## config.mk

```make
export PLATFORM = sky130hd
export DESIGN_NAME = prg_page_mapper
export DESIGN_NICKNAME = d
export VERILOG_FILES = /design/src/rtl/prg_map_pkg.sv /design/src/rtl/prg_map_ctrl.sv /design/src/rtl/prg_map_dp.sv /design/src/rtl/prg_page_mapper.sv
export SDC_FILE = /design/constraint.sdc
export NUM_CORES = 1
export LEC_CHECK = 0
export ABC_AREA = 1
export BUFFER_PORTS_ARGS = -buffer_cell sky130_fd_sc_hd__buf_2
export CAP_MARGIN = 10
export CORE_MARGIN = 3
export CORE_UTILIZATION = 40
export CTS_BUF_LIST = sky130_fd_sc_hd__clkbuf_8
export CTS_CLUSTER_SIZE = 16
export DETAILED_ROUTE_END_ITERATION = 6
export PLACE_DENSITY = 0.59
export SKIP_LAST_GASP = 1
export SYNTH_ARGS = -nofsm -noshare
export SYNTH_HDL_FRONTEND = slang
export SYNTH_SLANG_ARGS = --single-unit
export TNS_END_PERCENT = 10
```

## constraint.sdc

```tcl
create_clock -name clk -period 1.82 [get_ports clk]
set_input_delay 0.364 -clock clk [delete_from_list [all_inputs] [get_ports clk]]
set_output_delay 0.364 -clock clk [all_outputs]
set_load 0.05 [all_outputs]
```

## src/rtl/prg_map_pkg.sv

```systemverilog
package prg_map_pkg;
  localparam int IDX_BASE = 0;
  localparam int IDX_CMD  = 5;
  localparam int IDX_WIN0 = 7;
  localparam int IDX_WIN1 = 8;
  localparam int IDX_WIN2 = 9;
  localparam int IDX_INNR = 10;
  localparam int IDX_MODE = 11;

  typedef struct packed {
    logic       xregWe;
    logic [3:0] xregIdx;
    logic       cmdWe;
    logic       bankWe;
    logic       bankSel;   // 0: register 7, 1: register 8
  } wrStrobe_t;
endpackage

```

## src/rtl/prg_map_ctrl.sv

```systemverilog
module prg_map_ctrl
  import prg_map_pkg::*;
#(
  parameter int ADDR_W = 16
) (
  input  logic              clk,
  input  logic              rst_n,
  input  logic [ADDR_W-1:0] cpuAddr,
  input  logic              cpuWe,
  input  logic [2:0]        cmdIdx,
  output wrStrobe_t         strobe
);
  logic [ADDR_W-1:0] cmdDecode;
  logic              hitXreg;
  logic              hitCmd;
  logic              hitData;

  always_comb begin
    cmdDecode = cpuAddr & ADDR_W'(16'hE001);
    hitXreg   = (cpuAddr[ADDR_W-1:4] == (ADDR_W-4)'(12'h410));
    hitCmd    = (cmdDecode == ADDR_W'(16'h8000));
    hitData   = (cmdDecode == ADDR_W'(16'h8001));
    strobe.xregWe  = cpuWe && hitXreg;
    strobe.xregIdx = cpuAddr[3:0];
    strobe.cmdWe   = cpuWe && hitCmd;
    strobe.bankWe  = cpuWe && hitData && (cmdIdx[2:1] == 2'b11);
    strobe.bankSel = cmdIdx[0];
  end

  assert_one_target_R9: assert property (@(posedge clk) disable iff (!rst_n)
    $onehot0({strobe.xregWe, strobe.cmdWe, strobe.bankWe}));
endmodule

```

## src/rtl/prg_map_dp.sv

```systemverilog
module prg_map_dp
  import prg_map_pkg::*;
#(
  parameter int ADDR_W   = 16,
  parameter int DATA_W   = 8,
  parameter int PAGE_W   = 12,
  parameter int OFF_W    = 13,
  parameter int NUM_XREG = 16,
  parameter int NUM_WIN  = 4
) (
  input  logic                     clk,
  input  logic                     rst_n,
  input  wrStrobe_t                strobe,
  input  logic [ADDR_W-1:0]        cpuAddr,
  input  logic [DATA_W-1:0]        cpuData,
  input  logic                     swapStrap,
  output logic [2:0]               cmdIdx,
  output logic [PAGE_W+OFF_W-1:0]  physAddr,
  output logic                     inWindow
);
  localparam int SEL_W = $clog2(NUM_WIN);

  logic [DATA_W-1:0] xreg [NUM_XREG];
  logic [2:0]        mode;
  logic [DATA_W-1:0] mask;
  logic [PAGE_W-1:0] base;
  logic [DATA_W-1:0] bankVal [NUM_WIN];
  logic [PAGE_W-1:0] winPage [NUM_WIN];
  logic [SEL_W-1:0]  slot;
  logic [SEL_W-1:0]  effSlot;
  logic [PAGE_W-1:0] pageOut;

  always_ff @(posedge clk or negedge rst_n) begin
    if (!rst_n) begin
      for (int i = 0; i < NUM_XREG; i++) xreg[i] <= '0;
    end else if (strobe.xregWe) begin
      xreg[strobe.xregIdx] <= cpuData;
    end else if (strobe.cmdWe) begin
      xreg[IDX_CMD] <= (xreg[IDX_CMD] & DATA_W'(8'h38)) | (cpuData & DATA_W'(8'hC7));
    end else if (strobe.bankWe) begin
      if (strobe.bankSel) xreg[IDX_WIN1] <= cpuData;
      else                xreg[IDX_WIN0] <= cpuData;
    end
  end

  assign cmdIdx = xreg[IDX_CMD][2:0];

  always_comb begin
    mode = xreg[IDX_MODE][2:0];
    mask = (mode == 3'd7) ? DATA_W'(8'hFF) : (DATA_W'(8'h3F) >> mode);
    base = PAGE_W'({xreg[IDX_BASE][7:4], 8'h00}) + PAGE_W'(xreg[IDX_INNR] & ~mask);
    bankVal[0] = swapStrap ? xreg[IDX_WIN1] : xreg[IDX_WIN0];
    bankVal[1] = swapStrap ? xreg[IDX_WIN0] : xreg[IDX_WIN1];
    bankVal[2] = xreg[IDX_MODE][6] ? xreg[IDX_WIN2] : DATA_W'(8'hFE);
    bankVal[3] = DATA_W'(8'hFF);
  end

  for (genvar w = 0; w < NUM_WIN; w++) begin : g_win
    assign winPage[w] = base | PAGE_W'(bankVal[w] & mask);
  end

  always_comb begin
    slot    = cpuAddr[OFF_W+SEL_W-1:OFF_W];
    effSlot = (xreg[IDX_CMD][6] && !slot[0]) ? {~slot[1], slot[0]} : slot;
    pageOut = winPage[effSlot];
  end

  assign physAddr = {pageOut, cpuAddr[OFF_W-1:0]};
  assign inWindow = cpuAddr[ADDR_W-1];

  assert_cmd_mid_hold_R6: assert property (@(posedge clk) disable iff (!rst_n)
    strobe.cmdWe |=> xreg[IDX_CMD][5:3] == $past(xreg[IDX_CMD][5:3]));

  assert_bank_load_R7: assert property (@(posedge clk) disable iff (!rst_n)
    (strobe.bankWe && !strobe.xregWe) |=>
      (($past(strobe.bankSel) ? xreg[IDX_WIN1] : xreg[IDX_WIN0]) == $past(cpuData)));

  assert_low_bits_R10: assert property (@(posedge clk) disable iff (!rst_n)
    inWindow |-> physAddr[OFF_W-1:0] == cpuAddr[OFF_W-1:0]);

  assert_last_window_R4: assert property (@(posedge clk) disable iff (!rst_n)
    (inWindow && slot == SEL_W'(NUM_WIN-1)) |->
      ((physAddr[OFF_W+DATA_W-1:OFF_W] & mask) == mask));
endmodule

```

## src/rtl/prg_page_mapper.sv

```systemverilog
module prg_page_mapper
  import prg_map_pkg::*;
#(
  parameter int ADDR_W   = 16,
  parameter int DATA_W   = 8,
  parameter int PAGE_W   = 12,
  parameter int OFF_W    = 13,
  parameter int NUM_XREG = 16,
  parameter int NUM_WIN  = 4,
  localparam int PHYS_W  = PAGE_W + OFF_W
) (
  input  logic              clk,
  input  logic              rst_n,
  input  logic [ADDR_W-1:0] cpuAddr,
  input  logic [DATA_W-1:0] cpuData,
  input  logic              cpuWe,
  input  logic              swapStrap,
  output logic [PHYS_W-1:0] physAddr,
  output logic              inWindow
);
  wrStrobe_t  strobe;
  logic [2:0] cmdIdx;

  prg_map_ctrl #(.ADDR_W(ADDR_W)) i_ctrl (
    .clk(clk), .rst_n(rst_n), .cpuAddr(cpuAddr), .cpuWe(cpuWe),
    .cmdIdx(cmdIdx), .strobe(strobe));

  prg_map_dp #(
    .ADDR_W(ADDR_W), .DATA_W(DATA_W), .PAGE_W(PAGE_W), .OFF_W(OFF_W),
    .NUM_XREG(NUM_XREG), .NUM_WIN(NUM_WIN)
  ) i_dp (
    .clk(clk), .rst_n(rst_n), .strobe(strobe), .cpuAddr(cpuAddr),
    .cpuData(cpuData), .swapStrap(swapStrap), .cmdIdx(cmdIdx),
    .physAddr(physAddr), .inWindow(inWindow));
endmodule

```

==> metrics.txt, run 1 <==
HP Class primary input to asynchronous set/reset pin; residual overflow from global routing 0; synthesis-to-finish area growth 18.4%; transition at the pin with the smallest max-transition slack 0.489 ns; Power Internal about 1.5 mW; number of synthesized register bits 44; proportion of layout cells with a drive suffix above 1 0.298; cell count after synthesis 343; clock-pin slew reported for the worst setup and hold paths after clock tree synthesis ~0.08 ns; Clock Latency Late Sink 0.30 ns; Slew Limit Fails 0; number of setup violations in the final report 8; CP Class register to output port; Worst setup SP type register; total power per unit cell area 699 mW/mm2; share of power burned in the clock network 0.331; Routed Antenna Nets 0; detailed-route wire length per cell 13.5 um; cell seen most often among critical-path stages sky130_fd_sc_hd__nand2_2; cell type with the largest total area after synthesis sky130_fd_sc_hd__dfrtp_1; net count reported at finish between 400 and 500; layout filler cell count 611; number of instances in the placed design 461; portion of the post-synthesis area used by sequential elements 0.420; average cell area after synthesis between 7 and 8 um2; total count of hold-check failures in the final report 0; share of the synthesized area in compound gates (AO/OA/AOI/OAI) 0.0931; first-pass GRT wire length 10.5 mm; Clock Path Buffers 2; Syn Nets 371; Port Buffers 53; number of antenna diodes 0; setup TNS -0.683 ns; post-synthesis xor/xnor area fraction 0; buffering stage count on the worst path with inverters included 2; total power 2.17 mW; Clock Skews 0.0106 ns; clock tree from TritonCTS built; Die Y-Extent 87.0 um; I/O pins 54; share of power burned in combinational logic 0.198; basic-gate share of the synthesized area counting and, or, nand and nor cells 0.348; HPWL reported at the end of detailed placement just under 5 mm; largest net degree at the start of global routing 45; total iterations of the first detailed-routing run 4; overall fraction of global-route tracks in use 0.179; number of buffers added by the clock tree synthesis step 5; initial DRC count 80; effective utilization at floorplan 0.428; worst vdd rail ir drop 0.000401 V; number of DRC violations after detailed routing 0; CTS Hold Bufs 0; delay of the slowest cell on the worst path between 0.4 and 0.5 ns; top cell type's share of synthesized area 0.420; full die area 0.00756 mm2; Placer Congestion 0.817; required time worst endpoint about 1.5 ns; setup ws final -0.0986 ns; result of the run complete, but fails checks; violations in the final reports negative setup slack; cell breakdown of the critical path nand2_2, inv_1, nand2_2, o21ai_2, or2_2, nand3_1, buf_6; crit-path max FO 4; slowest stage cell on the critical path sky130_fd_sc_hd__dfrtp_1; mux cell area share after synthesis 0; net switching power 0.642 mW; kind of end point of the critical path output port; RSZ-0062 raised after global routing yes; Die X 87.0 um; vias in the first global route between 2000 and 2500; number of sinks handled by clock tree synthesis between 40 and 50; Relative slew margins 0.671; number of max-cap violations 0; final non-filler cell total 468; Min Clock Period, post-route 1.92 ns; Core Footprint slightly above 0.006 mm2; synth unique cells 29; dominant combinational cell family by area after synthesis simple AND/OR/NAND/NOR gates; number of placement rows 28; arrival time at the worst endpoint 1.55 ns; Max Clock Freq about 0.52 GHz; master cell of the clock root buffer sky130_fd_sc_hd__clkbuf_8; number of vias in the routed layout about 2300; switching part of the total 0.296; CP delay by family, top simple AND/OR/NAND/NOR gates; top cells by area, synth sky130_fd_sc_hd__dfrtp_1 42%, sky130_fd_sc_hd__nand2_1 15%, sky130_fd_sc_hd__nand3_1 8.0%; DRT Wirelength between 6 and 7 mm; mapped cell area 0.00262 mm2; Final period util 1.05; leakage power of the design 1.66 nW; share of synthesized cell area in full adder, half adder and majority cells 0; warnings from Yosys 0; Max H-tree Level 2; post-placement worst setup slack -0.0806 ns; antenna violations before repair 0; proportion of power drawn by flip-flops and latches 0.470; drt via density 4.86
-- area by class of cell --
type,instances,area (um2),share of cell area
Tap cell,75,93.8,0.0302
Clock buffer,5,68.8,0.0222
Timing Repair Buffer,66,425,0.137
Sequential cell,44,1100,0.355
Clock inverter,1,30.0,0.00967
Inverter,50,193,0.0621
Multi-Input combinational cell,227,1190,0.384
-- worst register-to-register path: stages (launching register included) --
cell,delay (ns)
sky130_fd_sc_hd__dfrtp_1,0.35
sky130_fd_sc_hd__nand2_1,0.06
sky130_fd_sc_hd__nor2_1,0.09
sky130_fd_sc_hd__nand2_1,0.11
sky130_fd_sc_hd__o21ai_4,0.30
sky130_fd_sc_hd__nand2_4,0.13
sky130_fd_sc_hd__nand2_1,0.08
sky130_fd_sc_hd__nand2_1,0.04
-- metrics by stage --
| step | hold slack, ns | utilization | cell area, um2 |
|---|---|---|---|
| after floorplan | 0.0684 | - | 2630 |
| after global placement | 0.363 | 0.475 | 2910 |
| after detailed placement | 0.363 | 0.475 | 2910 |
| after CTS | 0.0345 | 0.498 | 3060 |
| after global routing | 0.0242 | 0.506 | 3100 |
| final | 0.0247 | 0.506 | 3100 |
-- what timing repair did --
| action | in CTS | in global routing |
|---|---|---|
| setup endpoints to repair | 8 | 8 |
| pin swaps | 0 | 6 |
| resized for setup | 15 | 15 |
| setup buffers | 1 | 0 |
-- logic make-up (layout without fill, tap and decap cells) --
| group | Yosys count | in the layout |
|---|---|---|
| buffers and inverters | 72 | 122 |
| AO/OA/AOI/OAI | 36 | 36 |
| flip-flops | 44 | 44 |
| AND/OR/NAND/NOR | 191 | 191 |
-- state kept, by name, indices dropped and copies added, names as in the netlist --
name and flops:
i_dp.cmdIdx 3, i_dp.mode 3, i_dp.xreg 38
-- final timing paths --
kind / start / to / slack (ns) / cells after the start
setup / recovery: i_dp.mode[0] / physAddr[18] / -0.1 / 7
hold / removal: rst_n / i_dp.xreg[126] / 0.02 / 2
setup reg to reg: i_dp.cmdIdx[1] / i_dp.xreg[68] / 0.55 / 7
hold reg to reg: i_dp.xreg[125] / i_dp.xreg[125] / 0.47 / 2
max in group asynchronous: rst_n / i_dp.xreg[61] / 1.56 / 2
min in group clk: cpuData[1] / i_dp.cmdIdx[1] / 0.35 / 3
-- power by group through the flow --
stage / clock [mW] / sequential (mW) / combinational, mW
final: 0.719 / 1.02 / 0.431
after global routing: 0.791 / 1.02 / 0.466
after CTS: 0.744 / 1.02 / 0.427
after detailed placement: 0 / 1.04 / 0.407
after global placement: 0 / 1.04 / 0.404
after floorplan: 0 / 1.04 / 0.275
-- Yosys cell counts (all sizes together) --
cell,number
or2,2
clkinv,1
nand2,114
nor4,1
buf,22
nor2,18
o21ai,31
nor3,4
nand4,3
nand3,44
dfrtp,44
nand3b,5
o2111ai,3
o311ai,2
inv,49
-- routing by layer --
metal,GRT usage,wire length (um),up-vias
li1,-,-,1181
met1,0.260,3200,1049
met2,0.277,2820,36
met3,0.0293,242,7
met4,0.0467,65,0
met5,0,0,-
-- cell usage in the layout, fill, tap and decap left out, types with 6 or more instances in the layout --
master,count
sky130_fd_sc_hd__buf_2,45
sky130_fd_sc_hd__buf_4,12
sky130_fd_sc_hd__buf_6,8
sky130_fd_sc_hd__dfrtp_1,44
sky130_fd_sc_hd__inv_1,47
sky130_fd_sc_hd__nand2_1,99
sky130_fd_sc_hd__nand2_2,11
sky130_fd_sc_hd__nand3_1,41
sky130_fd_sc_hd__nor2_1,12
sky130_fd_sc_hd__o21ai_0,6
sky130_fd_sc_hd__o21ai_1,9
sky130_fd_sc_hd__o21ai_2,15
No activity file was read; power rests on OpenSTA's default activity.
==> run 2: changes to the inputs <==
--- a/config.mk
+++ b/config.mk
@@ -14,8 +14,7 @@
 export CTS_CLUSTER_SIZE = 16
 export DETAILED_ROUTE_END_ITERATION = 6
 export PLACE_DENSITY = 0.59
-export SKIP_LAST_GASP = 1
 export SYNTH_ARGS = -nofsm -noshare
 export SYNTH_HDL_FRONTEND = slang
 export SYNTH_SLANG_ARGS = --single-unit
-export TNS_END_PERCENT = 10
+export TNS_END_PERCENT = 30
==> run 2 against run 1 <==
- the run still ends with negative setup slack left
- non-clock buffer count did not move
- critical endpoint is now physAddr[16]
- core utilization did not move
- sequential share of layout area did not move
- highest routed layer unchanged
- worst setup slack got worse by 0.0031 ns
- fmax fell by 0.16%
- wire length fell by 0.16%
- combinational power barely moved
- sequential power barely moved
- first-iteration DRC count rose by 23%
- clock skew rose by 0.0010 ns
- register-to-register slack barely moved
==> metrics.txt, run 2 (same netlist as run 1, synthesis figures left out) <==
arrival time at the worst endpoint 1.56 ns; worst reg2reg endpoint i_dp.xreg[68]; Port Buffers 53; number of buffers added by the clock tree synthesis step 5; number of placement rows 28; leakage power of the design around 1.7 nW; synthesis-to-finish area growth 18.4%; number of vias in the routed layout roughly 2300; Slew Limit Fails 0; full die area 0.00756 mm2; Placer Congestion about 0.8; Max Clock Freq 0.520 GHz; r2r setup slk 0.55 ns; layout filler cell count 611; largest net degree at the start of global routing 45; antenna violations before repair 0; HPWL reported at the end of detailed placement 4.83 mm; detailed-route wire length per cell 13.5 um; master cell of the clock root buffer sky130_fd_sc_hd__clkbuf_8; result of the run complete, but fails checks; CP Class register to output port; Clock Path Buffers 2; number of setup violations in the final report 8; startpoint of the lowest-slack register-to-register path i_dp.cmdIdx[1]; Die Y-Extent 87.0 um; cell seen most often among critical-path stages sky130_fd_sc_hd__nand2_1; Max H-tree Level 2; Min Clock Period, post-route 1.92 ns; crit-path max FO 8; initial DRC count 98; Final period util 1.06; worst vdd rail ir drop 0.000401 V; Hold WS 0.0230 ns; Relative slew margins 0.671; DRT Wirelength 6.32 mm; total iterations of the first detailed-routing run 4; number of antenna diodes 0; kind of end point of the critical path output port; first-pass GRT wire length 10.5 mm; number of flip-flops under the largest register name 38; total power per unit cell area 700 mW/mm2; most frequent cells in the layout 99 x sky130_fd_sc_hd__nand2_1, 47 x sky130_fd_sc_hd__inv_1, 45 x sky130_fd_sc_hd__buf_2; overall fraction of global-route tracks in use 0.179; post-placement worst setup slack -0.0806 ns; effective utilization at floorplan 0.428; clock tree from TritonCTS built; setup ws final -0.102 ns; Clock Skews 0.0116 ns; delay of the slowest cell on the worst path a little over 0.4 ns; net count reported at finish 422; proportion of layout cells with a drive suffix above 1 0.298; I/O pins 54; vias in the first global route 2103; Clock Latency Late Sink around 0.30 ns; most frequent standard cell in the layout excluding fill and tap cells sky130_fd_sc_hd__nand2_1; transition at the pin with the smallest max-transition slack 0.489 ns; Biggest register i_dp.xreg; number of max-cap violations 0; clock-pin slew reported for the worst setup and hold paths after clock tree synthesis around 0.080 ns; cell breakdown of the critical path nand2_1, nand2_1, nand2_2, clkinvlp_4, nand3b_1, nand3_2, o21ai_2, buf_6; Core Footprint 0.00613 mm2; setup TNS -0.697 ns; Die X 87.0 um; required time worst endpoint 1.46 ns; total count of hold-check failures in the final report 0; drt via density 4.85; slowest stage cell on the critical path sky130_fd_sc_hd__dfrtp_1; RSZ-0062 raised after global routing yes; residual overflow from global routing 0; CTS Hold Bufs 0; number of sinks handled by clock tree synthesis between 40 and 50; violations in the final reports negative setup slack; Worst setup SP type register; HP Class primary input to asynchronous set/reset pin; Worst R2R Path Depth 7; total power 2.17 mW; Routed Antenna Nets 0; number of DRC violations after detailed routing 0
==> run 2: repair_timing <==
action | in CTS | in global routing
endpoints found under the setup margin | 8 | 8
gates resized for setup | 16 | 13
buffers inserted | 1 | 0
endpoints found under the hold margin | 0 | 0
pin swaps | 0 | 6
==> run 2: routing by layer <==
layer | part of all wire | GRT usage
met5 | 0 | 0
met4 | 0.011 | 0.0467
met3 | 0.030 | 0.0293
met2 | 0.44 | 0.277
met1 | 0.51 | 0.260
==> run 2: final cells by class <==
cell class / count / area (um2) / share of cell area
clock buffers: 5 / 68.8 / 0.0222
multi-input cells: 227 / 1190 / 0.384
repair buffers: 66 / 425 / 0.137
clock inverters: 1 / 30.0 / 0.00967
inverters: 50 / 193 / 0.0621
flip-flops and latches: 44 / 1100 / 0.355
well taps: 75 / 93.8 / 0.0302
==> run 2: worst max-delay path by stage <==
stage | from | end | slack (ns) | cells past startpoint
final | i_dp.xreg[86] | physAddr[16] | -0.10 | 8
after global routing | i_dp.mode[0] | physAddr[14] | -0.21 | 8
after CTS | i_dp.xreg[86] | physAddr[18] | -0.12 | 7
after detailed placement | cpuAddr[13] | physAddr[18] | -0.08 | 9
after global placement | cpuAddr[13] | physAddr[18] | -0.05 | 9
after floorplan | cpuAddr[13] | physAddr[15] | -0.08 | 8
==> run 2: critical path, delay by kind of cell, from the launching register on <==
family / cells / cell delay [ns]
buffers and inverters: 2 / 0.34
AND/OR/NAND/NOR: 5 / 0.43
AO/OA/AOI/OAI: 1 / 0.07
flip-flops: 1 / 0.41
==> run 2: where the power goes <==
part / internal, mW / total, mW / switching (mW)
registers: 1.00 / 1.02 / 0.0195
clock network: 0.394 / 0.722 / 0.328
logic: 0.133 / 0.430 / 0.297
total: 1.53 / 2.17 / 0.644
==> run 2: per-stage QoR <==
stage	cells	area [um2]	util
2_1_floorplan	343	2630	-
4_1_cts	468	3060	0.499
3_3_place_gp	461	2910	0.475
6_report	468	3100	0.506
5_1_grt	468	3100	0.506
3_5_place_dp	461	2910	0.475
